File: src/rtl/irq_bank_pkg.sv
package irq_bank_pkg;

    localparam int unsigned REG_W = 32;

    // Register region, taken from the top two word-address bits
    typedef enum logic [1:0] {
        RG_EN_SET   = 2'd0,
        RG_EN_CLR   = 2'd1,
        RG_PEND_SET = 2'd2,
        RG_PEND_CLR = 2'd3
    } reg_region_e;

    // Per-line request edge machine
    typedef enum logic {
        REQ_LOW  = 1'b0,
        REQ_HIGH = 1'b1
    } req_state_e;

endpackage

File: src/rtl/irq_req_edge.sv
module irq_req_edge
    import irq_bank_pkg::*;
(
    input  logic clk,
    input  logic rst_n,
    input  logic req,
    output logic rise
);

    req_state_e state_q, state_d;

    // Next-state logic
    always_comb begin
        state_d = state_q;
        unique case (state_q)
            REQ_LOW:  if (req)  state_d = REQ_HIGH;
            REQ_HIGH: if (!req) state_d = REQ_LOW;
            default:            state_d = REQ_LOW;
        endcase
    end

    // State register
    always_ff @(posedge clk) begin
        if (!rst_n) state_q <= REQ_LOW;
        else        state_q <= state_d;
    end

    // Output logic: pulse on the rise transition only
    always_comb begin
        rise = 1'b0;
        unique case (state_q)
            REQ_LOW:  rise = req;
            REQ_HIGH: rise = 1'b0;
            default:  rise = 1'b0;
        endcase
    end

    // a set pulse never lasts two cycles
    a_r6_single_pulse: assert property (@(posedge clk) disable iff (!rst_n)
        rise |=> !rise);

endmodule

File: src/rtl/irq_bus_decode.sv
module irq_bus_decode
    import irq_bank_pkg::*;
#(
    parameter int unsigned NUM_LINES = 40,
    parameter int unsigned ADDR_W    = 5
) (
    input  logic                 wr_en,
    input  logic [ADDR_W-1:0]    addr,
    input  logic [REG_W-1:0]     wdata,
    input  logic [NUM_LINES-1:0] en_q,
    input  logic [NUM_LINES-1:0] pend_q,
    output logic [NUM_LINES-1:0] en_set,
    output logic [NUM_LINES-1:0] en_clr,
    output logic [NUM_LINES-1:0] pend_wset,
    output logic [NUM_LINES-1:0] pend_wclr,
    output logic [REG_W-1:0]     rdata
);

    localparam int unsigned NWORDS = (NUM_LINES + REG_W - 1) / REG_W;
    localparam int unsigned WSEL_W = ADDR_W - 2;
    localparam int unsigned FLAT   = NWORDS * REG_W;

    reg_region_e             region;
    logic [WSEL_W-1:0]       word;
    logic [NUM_LINES-1:0]    wr_bits;
    logic [FLAT-1:0]         en_w;
    logic [FLAT-1:0]         pend_w;
    logic [FLAT-1:0]         src;

    assign region = reg_region_e'(addr[ADDR_W-1 -: 2]);
    assign word   = addr[WSEL_W-1:0];

    // a line takes write data only when its own word is addressed
    for (genvar n = 0; n < NUM_LINES; n++) begin : g_line_wr
        assign wr_bits[n] = wr_en && (word == WSEL_W'(n / REG_W)) && wdata[n % REG_W];
    end

    always_comb begin
        en_set    = '0;
        en_clr    = '0;
        pend_wset = '0;
        pend_wclr = '0;
        unique case (region)
            RG_EN_SET:   en_set    = wr_bits;
            RG_EN_CLR:   en_clr    = wr_bits;
            RG_PEND_SET: pend_wset = wr_bits;
            RG_PEND_CLR: pend_wclr = wr_bits;
            default: ;
        endcase
    end

    // both regions of a pair read the same state
    assign en_w   = FLAT'(en_q);
    assign pend_w = FLAT'(pend_q);

    always_comb begin
        src   = ((region == RG_PEND_SET) || (region == RG_PEND_CLR)) ? pend_w : en_w;
        rdata = '0;
        for (int w = 0; w < NWORDS; w++) begin
            if (word == WSEL_W'(w)) rdata = src[w*REG_W +: REG_W];
        end
    end

endmodule

File: src/rtl/irq_state_bank.sv
module irq_state_bank #(
    parameter int unsigned NUM_LINES = 40,
    parameter int unsigned IDX_W     = $clog2(NUM_LINES)
) (
    input  logic                 clk,
    input  logic                 rst_n,
    input  logic [NUM_LINES-1:0] en_set,
    input  logic [NUM_LINES-1:0] en_clr,
    input  logic [NUM_LINES-1:0] pend_set,
    input  logic [NUM_LINES-1:0] pend_clr,
    input  logic                 ack_valid,
    input  logic [IDX_W-1:0]     ack_idx,
    output logic [NUM_LINES-1:0] en_q,
    output logic [NUM_LINES-1:0] pend_q
);

    logic [NUM_LINES-1:0] ack_vec;
    logic [NUM_LINES-1:0] pend_kill;

    // an out-of-range index shifts the one out and clears nothing
    assign ack_vec   = ack_valid ? (NUM_LINES'(1) << ack_idx) : '0;
    assign pend_kill = pend_clr | ack_vec;

    always_ff @(posedge clk) begin
        if (!rst_n) begin
            en_q   <= '0;
            pend_q <= '0;
        end else begin
            en_q   <= (en_q & ~en_clr) | en_set;
            // set is applied after clear, so set wins
            pend_q <= (pend_q & ~pend_kill) | pend_set;
        end
    end


    a_r2_enable_set: assert property (@(posedge clk) disable iff (!rst_n)
        (en_set != '0) |=> ((en_q & $past(en_set)) == $past(en_set)));


    a_r3_enable_clear: assert property (@(posedge clk) disable iff (!rst_n)
        ((en_clr & ~en_set) != '0) |=> ((en_q & $past(en_clr & ~en_set)) == '0));


    a_r5_unpend: assert property (@(posedge clk) disable iff (!rst_n)
        ((pend_clr & ~pend_set) != '0) |=> ((pend_q & $past(pend_clr & ~pend_set)) == '0));


    a_r8_ack_clears: assert property (@(posedge clk) disable iff (!rst_n)
        ((ack_vec & ~pend_set) != '0) |=> ((pend_q & $past(ack_vec & ~pend_set)) == '0));


    a_r9_set_wins: assert property (@(posedge clk) disable iff (!rst_n)
        (pend_set != '0) |=> ((pend_q & $past(pend_set)) == $past(pend_set)));

endmodule

File: src/rtl/irq_enpend_bank.sv
module irq_enpend_bank
    import irq_bank_pkg::*;
#(
    parameter int unsigned NUM_LINES = 40,
    parameter int unsigned ADDR_W    = 5,
    parameter int unsigned IDX_W     = $clog2(NUM_LINES)
) (
    input  logic                 clk,
    input  logic                 rst_n,
    input  logic                 bus_wr,
    input  logic [ADDR_W-1:0]    bus_addr,
    input  logic [REG_W-1:0]     bus_wdata,
    output logic [REG_W-1:0]     bus_rdata,
    input  logic [NUM_LINES-1:0] irq_req,
    input  logic                 ack_valid,
    input  logic [IDX_W-1:0]     ack_line,
    output logic [NUM_LINES-1:0] irq_ready
);

    logic [NUM_LINES-1:0] rise;
    logic [NUM_LINES-1:0] en_q, pend_q;
    logic [NUM_LINES-1:0] en_set, en_clr, pend_wset, pend_wclr;

    for (genvar n = 0; n < NUM_LINES; n++) begin : g_edge
        irq_req_edge i_edge (
            .clk  (clk),
            .rst_n(rst_n),
            .req  (irq_req[n]),
            .rise (rise[n])
        );
    end

    irq_bus_decode #(
        .NUM_LINES(NUM_LINES),
        .ADDR_W   (ADDR_W)
    ) i_decode (
        .wr_en    (bus_wr),
        .addr     (bus_addr),
        .wdata    (bus_wdata),
        .en_q     (en_q),
        .pend_q   (pend_q),
        .en_set   (en_set),
        .en_clr   (en_clr),
        .pend_wset(pend_wset),
        .pend_wclr(pend_wclr),
        .rdata    (bus_rdata)
    );

    irq_state_bank #(
        .NUM_LINES(NUM_LINES),
        .IDX_W    (IDX_W)
    ) i_state (
        .clk      (clk),
        .rst_n    (rst_n),
        .en_set   (en_set),
        .en_clr   (en_clr),
        .pend_set (pend_wset | rise),
        .pend_clr (pend_wclr),
        .ack_valid(ack_valid),
        .ack_idx  (ack_line),
        .en_q     (en_q),
        .pend_q   (pend_q)
    );


    assign irq_ready = pend_q & en_q;

    // a disabled line never reaches the arbiter
    a_r7_ready_needs_enable: assert property (@(posedge clk) disable iff (!rst_n)
        (en_clr != '0) |=> ((irq_ready & $past(en_clr)) == '0));

endmodule

File: config.mk
export PLATFORM = sky130hd
export DESIGN_NAME = irq_enpend_bank
export DESIGN_NICKNAME = d
export VERILOG_FILES = /design/src/rtl/irq_bank_pkg.sv /design/src/rtl/irq_req_edge.sv /design/src/rtl/irq_bus_decode.sv /design/src/rtl/irq_state_bank.sv /design/src/rtl/irq_enpend_bank.sv
export SDC_FILE = /design/constraint.sdc
export NUM_CORES = 1
export LEC_CHECK = 0
export ABC_AREA = 1
export BUFFER_PORTS_ARGS = -buffer_cell sky130_fd_sc_hd__buf_4
export CAP_MARGIN = 20
export CORE_MARGIN = 2
export CORE_UTILIZATION = 56
export CTS_BUF_LIST = sky130_fd_sc_hd__clkbuf_8
export DETAILED_ROUTE_END_ITERATION = 10
export HOLD_SLACK_MARGIN = 0.1
export PLACE_DENSITY = 0.92
export SETUP_SLACK_MARGIN = 0.2
export SLEW_MARGIN = 20
export SYNTH_ARGS = -nofsm -noshare
export SYNTH_HDL_FRONTEND = slang
export SYNTH_SLANG_ARGS = --single-unit
File: constraint.sdc
create_clock -name clk -period 1.3 [get_ports clk]
set_clock_uncertainty 0.1 [all_clocks]
set_input_delay 0.195 -clock clk [delete_from_list [all_inputs] [get_ports clk]]
set_output_delay 0.195 -clock clk [all_outputs]
set_load 0.005 [all_outputs]
==> impl_results.md, run 1 <==
- Status: stopped before the end
- Failed at: global routing
- First error: [ERROR GRT-0232] Routing congestion too high. Check the congestion heatmap in the GUI.
- #FFs+latches synth: 120
- Post-synthesis cell count: 1080
- H-Tree Depth: 4
- Pin count of the biggest net entering global routing: 41
- Worst End Pin Type: output port
- DIE HEIGHT: 112 microns
- Clk root buf: clkbuf_8
- Top cells by area, synth: dfxtp_1, nand2_1, nor2_1, inv_1, a21oi_1
- Initial core utilization: 0.572
- YS warnings: 0
- Distinct cell type count after synthesis: 22
- Horiz. Die Dim: 112 microns
- Final Wtd Congestion: 0.967
- Placed Instances: 1379
- Total global-route track usage: 0.895
- Yosys top cell by area: dfxtp_1
- Clk sink count: 120
- Pre-CTS WS: -0.143 ns
- I/O pin total: 159
- Detail Placement HPWL: 15.3 mm
- Grt ovf: 424
- TritonCTS Buffers: 17
- Synth Net Count: 1167
- CTS max path bufs: 2
- Worst_ep grt: bus_rdata[0]
- Syn_area_per_cell: 6.02 sq um
- Synthesized cell area: 0.00650 sq mm
- Post-synth top area share: 0.370
- Post-synthesis sequential area ratio: 0.370
- Cell Rows: 39
- IO buf count: 158
## metal layers
| metal | track usage | overflow |
|---|---|---|
| met2 | 1.08 | 284 |
| met1 | 0.850 | 1 |
| met5 | 0.227 | 0 |
| met4 | 1.00 | 137 |
| met3 | 0.735 | 2 |
## synthesized netlist by cell type
master    count
a21oi_1      95
a22o_1        3
a31oi_1       6
buf_2        29
buf_4         6
buf_6         3
clkbuf_1     21
dfxtp_1     120
inv_1       173
inv_2         3
nand2_1     251
nand2_2       1
nand3_1      38
nand4_1      40
nor2_1      229
nor2_4        2
nor3_1        1
nor3_4        1
o21ai_0      40
o21ai_1       9
o22ai_1       4
or2_2         5
## kinds of logic after synthesis
family                 count (synthesis)  share of synthesized area
AO/OA/AOI/OAI                        157                      0.125
buffers and inverters                235                      0.148
flip-flops                           120                      0.370
AND/OR/NAND/NOR                      568                      0.358
## timing repair
| action | CTS |
|---|---|
| gates resized for setup | 213 |
| pin swaps | 63 |
| buffers inserted | 28 |
| setup endpoints to repair | 72 |
| gates cloned | 2 |
| hold buffers | 63 |
| endpoints found under the hold margin | 102 |
## through the flow
stage | hold slack (ns) | cell area, sq um | utilization | setup TNS [ns]
2_1_floorplan | 0.188 | 6640 | - | 0
4_1_cts | 0.101 | 9990 | 0.879 | -5.23
3_5_place_dp | 0.286 | 8230 | 0.724 | -7.52
3_3_place_gp | 0.280 | 8230 | 0.724 | -5.18
==> run 2, diff against run 1 <==
Settings changed: CORE_UTILIZATION 56 to 40, CTS_BUF_LIST sky130_fd_sc_hd__clkbuf_8 to unset, HOLD_SLACK_MARGIN 0.1 to unset, PLACE_DENSITY 0.92 to unset, PLACE_DENSITY_LB_ADDON set to 0.15, SETUP_SLACK_MARGIN 0.2 to unset.
==> run 2 against run 1 <==
  * Synthesized cell count unchanged
  * The flow now finishes, with violations (negative setup slack)
  * Area after synthesis unchanged
==> impl_results.md, run 2 <==
- Flop-to-flop setup slack: 0.23 ns
- Post-synthesis cell count: 1080
- Hold Path Sink: i_state.en_q[29]$_SDFF_PN0_
- Post-synthesis mux area share: 0
- HP Class: in -> reg
- #FFs+latches synth: 120
- Async set or reset register ratio after synthesis: 0
- XOR/XNOR Fraction of Synth Area: 0
- Post-layout min period: 1.56 ns
- CP Cell Sequence: nand2_1, nand2_1, a22o_1, buf_4
- Final setup violation count: 48
- CP endpoint kind: output port
- I/O pin total: 159
- CTS tree: built
- Clock slew at reported path FFs: 0.06 ns
- Horiz. Die Dim: 131 microns
- Post-synthesis compound-gate area fraction: 0.125
- Fmax: 643 MHz
- Startpoint types: flop
- Largest family of logic cells by synthesized area: simple AND/OR/NAND/NOR gates
- Worst Hold Launch: bus_wdata[29]
- WHS Path Cells: 5
- Post-synth top area share: 0.370
- Power, Total: 10.9 mW
- Count of flip-flops with a built-in enable after synthesis: 0
- DIE HEIGHT: 131 microns
- Most frequent cells in the layout: nor2_1, buf_4, nand2_1, inv_1, dfxtp_2
- Critical path fanouts, max: 3
- DRT antenna net count: 0
- Area Overhead vs Synth: 64.2%
- Total global-route track usage: 0.275
- Grt ovf: 0
- First-pass GRT wire length: 38.1 mm
- CP max stage cell: dfxtp_2
- Top cells by area, synth: dfxtp_1, nand2_1, nor2_1, inv_1, a21oi_1
- Synthesized cell area: 0.00650 sq mm
- Final Slew Violations: 0
- Synth Area in Adders: 0
- Die Area: 0.0173 sq mm
- Clock latency on the worst-skew pair: 0.42 ns
- Top Registers: g_edge.i_edge.state_q (40), i_state.en_q (40), i_state.pend_q (40)
- Remaining DRCs: 0
- Via count: 7877
- CORE AREA: 0.0159 sq mm
- PwrDens: 1020 mW/mm^2
- TritonCTS Buffers: 17
- Arr. time, crit path: 1.26 ns
- Reg-to-Reg End: i_state.pend_q[36]$_SDFF_PN0_
- Detail Placement HPWL: 16.0 mm
- Leakage: 5.37 nW
- Final worst setup slack: -0.255 ns
- Critical Path Most Common Cell: nand2_1
- Failing checks: negative setup slack
- Top-count cell post-synth: nand2_1
- Placed Instances: 1466
- RSZ-0062 raised after global routing: true
- Slew margin rel.: 0.771
- YS warnings: 0
- Wire per inst: 15.2 microns
- WP data required: 1.00 ns
- Status: complete, but fails checks
- Pin count of the biggest net entering global routing: 46
- Syn_area_per_cell: 6.02 sq um
- Pre-CTS WS: -0.227 ns
- Final WL: 24.3 mm
- Finished Layout Cells: 1593
- WS Path Type: reg -> out
- ANT cells: 0
- Maxcap violations: 0
- Worst R2R Path Depth: 6
- Final Wtd Congestion: 0.915
- Yosys top cell by area: dfxtp_1
- Cell Rows: 46
- Synth Net Count: 1167
- First DRT Iteration DRCs: 582
- Vias in the first global route: 7449
- Final Hold Viols: 0
- Setup TNS: -4.50 ns
- Vias per inst: 4.94
- R2R Path Start: i_state.pend_q[36]$_SDFF_PN0_
- Post-synthesis sequential area ratio: 0.370
- Clk sink count: 120
- Commonest cells in the netlist: nand2_1, nor2_1, inv_1
- Initial antenna violation count: 0
- Distinct cell type count after synthesis: 22
- IO buf count: 158
- Most common cell after layout, fill and taps aside: nor2_1
- H-Tree Depth: 4
- Tcrit/Tclk final: 1.20
- CTS max path bufs: 2
- Initial core utilization: 0.409
- Worst vdd ir: 898 uV
- Synth Area in Simple Gates: 0.358
- DR pass1 iterations: 5
- Main synth FF type: dfxtp_1
- Worst path max stage delay: 0.33 ns
- Slew @ Worst Pin: 0.342 ns
- Total Nets Final: 1451
- Layout cells sized above 1: 0.380
- Clk root buf: clkbuf_16
-- run 2: how the worst max path moves through the flow --
stage,start,to,slack [ns],cells after the start
floorplan,bus_addr[0],bus_rdata[11],0.006,6
global placement,bus_addr[4],bus_rdata[0],-0.22,6
detailed placement,bus_addr[1],bus_rdata[3],-0.23,6
CTS,i_state.pend_q[3]$_SDFF_PN0_,bus_rdata[3],-0.24,4
global route,i_state.en_q[35]$_SDFF_PN0_,bus_rdata[3],-0.30,4
finish,i_state.en_q[35]$_SDFF_PN0_,bus_rdata[3],-0.26,4
-- run 2: cell type report --
cell class                 instances  area [sq um]
timing repair buffer             324          3120
sequential                       120          2510
clock buffer                      20           467
inverter                         176           666
tap                              216           270
multi-input combinational        725          3460
clock inverter                    12           173
fill                            1395          5220
-- run 2: cells by family (layout without fill, tap and decap cells) --
| kind of cell | count (synthesis) | count (layout) |
|---|---|---|
| compound gates | 157 | 157 |
| buf+inv | 235 | 532 |
| flops | 120 | 120 |
| simple gates | 568 | 568 |
-- run 2: layer usage --
| metal | track usage | share of wire | up-vias |
|---|---|---|---|
| li1 | - | - | 3898 |
| met3 | 0.0494 | 0.068 | 56 |
| met4 | 0.0960 | 0.026 | 0 |
| met2 | 0.466 | 0.48 | 293 |
| met5 | 0 | 0 | - |
| met1 | 0.351 | 0.43 | 3630 |
-- run 2: what timing repair did --
item / 4_1_cts / 5_1_grt
gates resized for setup: 187 / 97
gates cloned: 2 / 1
hold endpoints to repair: 50 / 0
hold buffers: 50 / 0
buffers inserted: 29 / 23
pin swaps: 74 / 42
setup endpoints to repair: 61 / 61
-- run 2: through the flow --
| stage | cell area, sq um | utilization | hold WS, ns |
|---|---|---|---|
| 3_3_place_gp | 8500 | 0.535 | 0.283 |
| 6_report | 10700 | 0.672 | 0.0738 |
| 3_5_place_dp | 8500 | 0.535 | 0.286 |
| 5_1_grt | 10700 | 0.672 | 0.101 |
| 4_1_cts | 10300 | 0.650 | 0.0631 |
| 2_1_floorplan | 6500 | - | 0.188 |
-- run 2: worst max-delay path, delay by kind of cell, from the launching register on --
family          cells  cell delay, ns
compound gates      1            0.25
buf+inv             1            0.14
simple gates        2            0.11
flops               1            0.33
-- run 2: power breakdown --
| part | total, mW | leakage [nW] | internal (mW) | switching (mW) |
|---|---|---|---|---|
| sequential | 4.01 | 1.02 | 3.88 | 0.128 |
| clock | 5.11 | 0.300 | 3.35 | 1.77 |
| combinational | 1.76 | 4.05 | 0.869 | 0.890 |
Note: power is estimated with default switching activity, not from simulation.
==> run 3, diff against run 2 <==
Settings changed: CORE_UTILIZATION 40 to 54.
==> run 3 against run 2 <==
  * The flow still finishes with violations (negative setup slack)
  * Total power fell by 7.3%
  * Via count rose by 8.7%
  * Critical path type unchanged
  * Final cell count fell by 4.9%
  * Global-route usage rose by 10 points
  * Clock-buffer cell count rose by 6
  * Non-clock buffer count fell by 6
  * Flip-flop and latch count did not move
  * Register-to-register slack barely moved
  * Routed wire length rose by 11%
==> impl_results.md, run 3 (synthesis results as in run 2) <==
- HP Class: in -> reg
- Startpoint types: flop
- Total Nets Final: 1445
- Clock slew at reported path FFs: 0.05 ns
- Final setup violation count: 50
- ANT cells: 0
- Initial antenna violation count: 0
- First-pass GRT wire length: 38.1 mm
- CTS tree: built
- Post-layout min period: 1.64 ns
- Internal power: 7.39 mW
- Initial core utilization: 0.548
- Horiz. Die Dim: 114 microns
- Vias per inst: 5.65
- Vias in the first global route: 8111
- Detail Placement HPWL: 14.8 mm
- Failing checks: negative setup slack
- CTS max path bufs: 2
- Arr. time, crit path: 1.35 ns
- DR pass1 iterations: 8
- DIE HEIGHT: 114 microns
- Most common cell after layout, fill and taps aside: nor2_1
- Worst vdd ir: 829 uV
- Total global-route track usage: 0.375
- PwrDens: 985 mW/mm^2
- Clk sink count: 120
- Final WL: 27.0 mm
- Clock latency on the worst-skew pair: 0.42 ns
- Critical path fanouts, max: 2
- Final instance area: 0.0102 sq mm
- Sw power: 2.70 mW
- Power, Total: 10.1 mW
- Top Registers: g_edge.i_edge.state_q (40), i_state.en_q (40), i_state.pend_q (40)
- CORE AREA: 0.0119 sq mm
- Switch share: 0.267
- Final Hold Viols: 0
- Layout cells sized above 1: 0.360
- Final Wtd Congestion: 0.940
- Combinational Power Share: 0.175
- Status: complete, but fails checks
- Tcrit/Tclk final: 1.27
- Leakage: 5.32 nW
- Remaining DRCs: 0
- Most frequent cells in the layout: nor2_1, buf_4, nand2_1, inv_1, dfxtp_2
- First DRT Iteration DRCs: 1278
- Final worst setup slack: -0.345 ns
- WS Path Type: reg -> out
- H-Tree Depth: 4
- Maxcap violations: 0
- DRT antenna net count: 0
- DP Area: 0.00827 sq mm
- RSZ-0062 raised after global routing: true
- Die Area: 0.0129 sq mm
- Slew @ Worst Pin: 0.368 ns
- Fmax: 608 MHz
- Slew margin rel.: 0.753
- Clk network pwr share: 0.427
- Area Overhead vs Synth: 57.6%
- Seq pwr share: 0.398
- Cell Rows: 40
- Grt ovf: 0
- CP endpoint kind: output port
- Pin count of the biggest net entering global routing: 41
- Setup TNS: -7.26 ns
- I/O pin total: 159
- Via count: 8565
- Wire per inst: 17.8 microns
- IO buf count: 158
- TritonCTS Buffers: 17
- WP data required: 1.00 ns
- Clk root buf: clkbuf_16
- Final Slew Violations: 0
- Number of fillers in the final layout: 661
## run 3: worst max-delay path, stage by stage (launching register included)
cell and delay [ns]:
dfxtp_2 0.34, nand2_1 0.10, a21oi_2 0.23, or2_4 0.17, buf_6 0.09
## run 3: timing repair
| item | in CTS | in global routing |
|---|---|---|
| resized for setup | 162 | 112 |
| setup endpoints to repair | 54 | 67 |
| pin swaps | 34 | 21 |
| endpoints found under the hold margin | 46 | 0 |
| cloned | 0 | 0 |
| hold buffers | 47 | 0 |
| buffers inserted | 30 | 30 |
## run 3: path summary, 6_finish.rpt
path              slack, ns                          start  cells past startpoint                              endpoint
setup / recovery      -0.34    i_state.en_q[39]$_SDFF_PN0_                      4                          bus_rdata[7]
hold / removal         0.02                          rst_n                      3  g_edge[15].i_edge.state_q$_SDFF_PN0_
setup reg to reg       0.22  i_state.pend_q[36]$_SDFF_PN0_                      5         i_state.pend_q[36]$_SDFF_PN0_
hold reg to reg        0.37    i_state.en_q[13]$_SDFF_PN0_                      2           i_state.en_q[13]$_SDFF_PN0_
## run 3: layer usage
layer	part of all wire	track usage	routed length, microns	vias to the layer above
met5	0	0	0	-
met4	0.058	0.196	1560	0
met3	0.11	0.0840	3080	171
met2	0.47	0.642	12700	688
met1	0.36	0.439	9700	3826
li1	-	-	-	3880
## run 3: power groups by stage
stage               Combinational (mW)  Sequential (mW)  Clock [mW]
detailed placement                1.32             4.05           0
floorplan                        0.681             4.01           0
global placement                  1.30             4.04           0
global route                      1.88             4.03        4.45
CTS                               1.57             4.00        4.30
finish                            1.77             4.02        4.30
## run 3: layout make-up
| class | instances | area [sq um] | area share |
|---|---|---|---|
| multi-input cells | 725 | 3450 | 0.336 |
| repair buffers | 318 | 2900 | 0.283 |
| flip-flops and latches | 120 | 2510 | 0.245 |
| inverters | 176 | 666 | 0.0650 |
| clock buffers | 26 | 519 | 0.0507 |
| well taps | 147 | 184 | 0.0180 |
| clock inverters | 3 | 15.0 | 0.00147 |
## run 3: metrics by stage
step | utilization | instances | hold WS (ns) | setup slack [ns]
floorplan | - | 1080 | 0.188 | 0.00606
global placement | 0.697 | 1393 | 0.281 | -0.243
detailed placement | 0.697 | 1393 | 0.285 | -0.211
CTS | 0.831 | 1499 | 0.0151 | -0.231
global route | 0.863 | 1515 | 0.0206 | -0.338
finish | 0.863 | 1515 | 0.0204 | -0.345
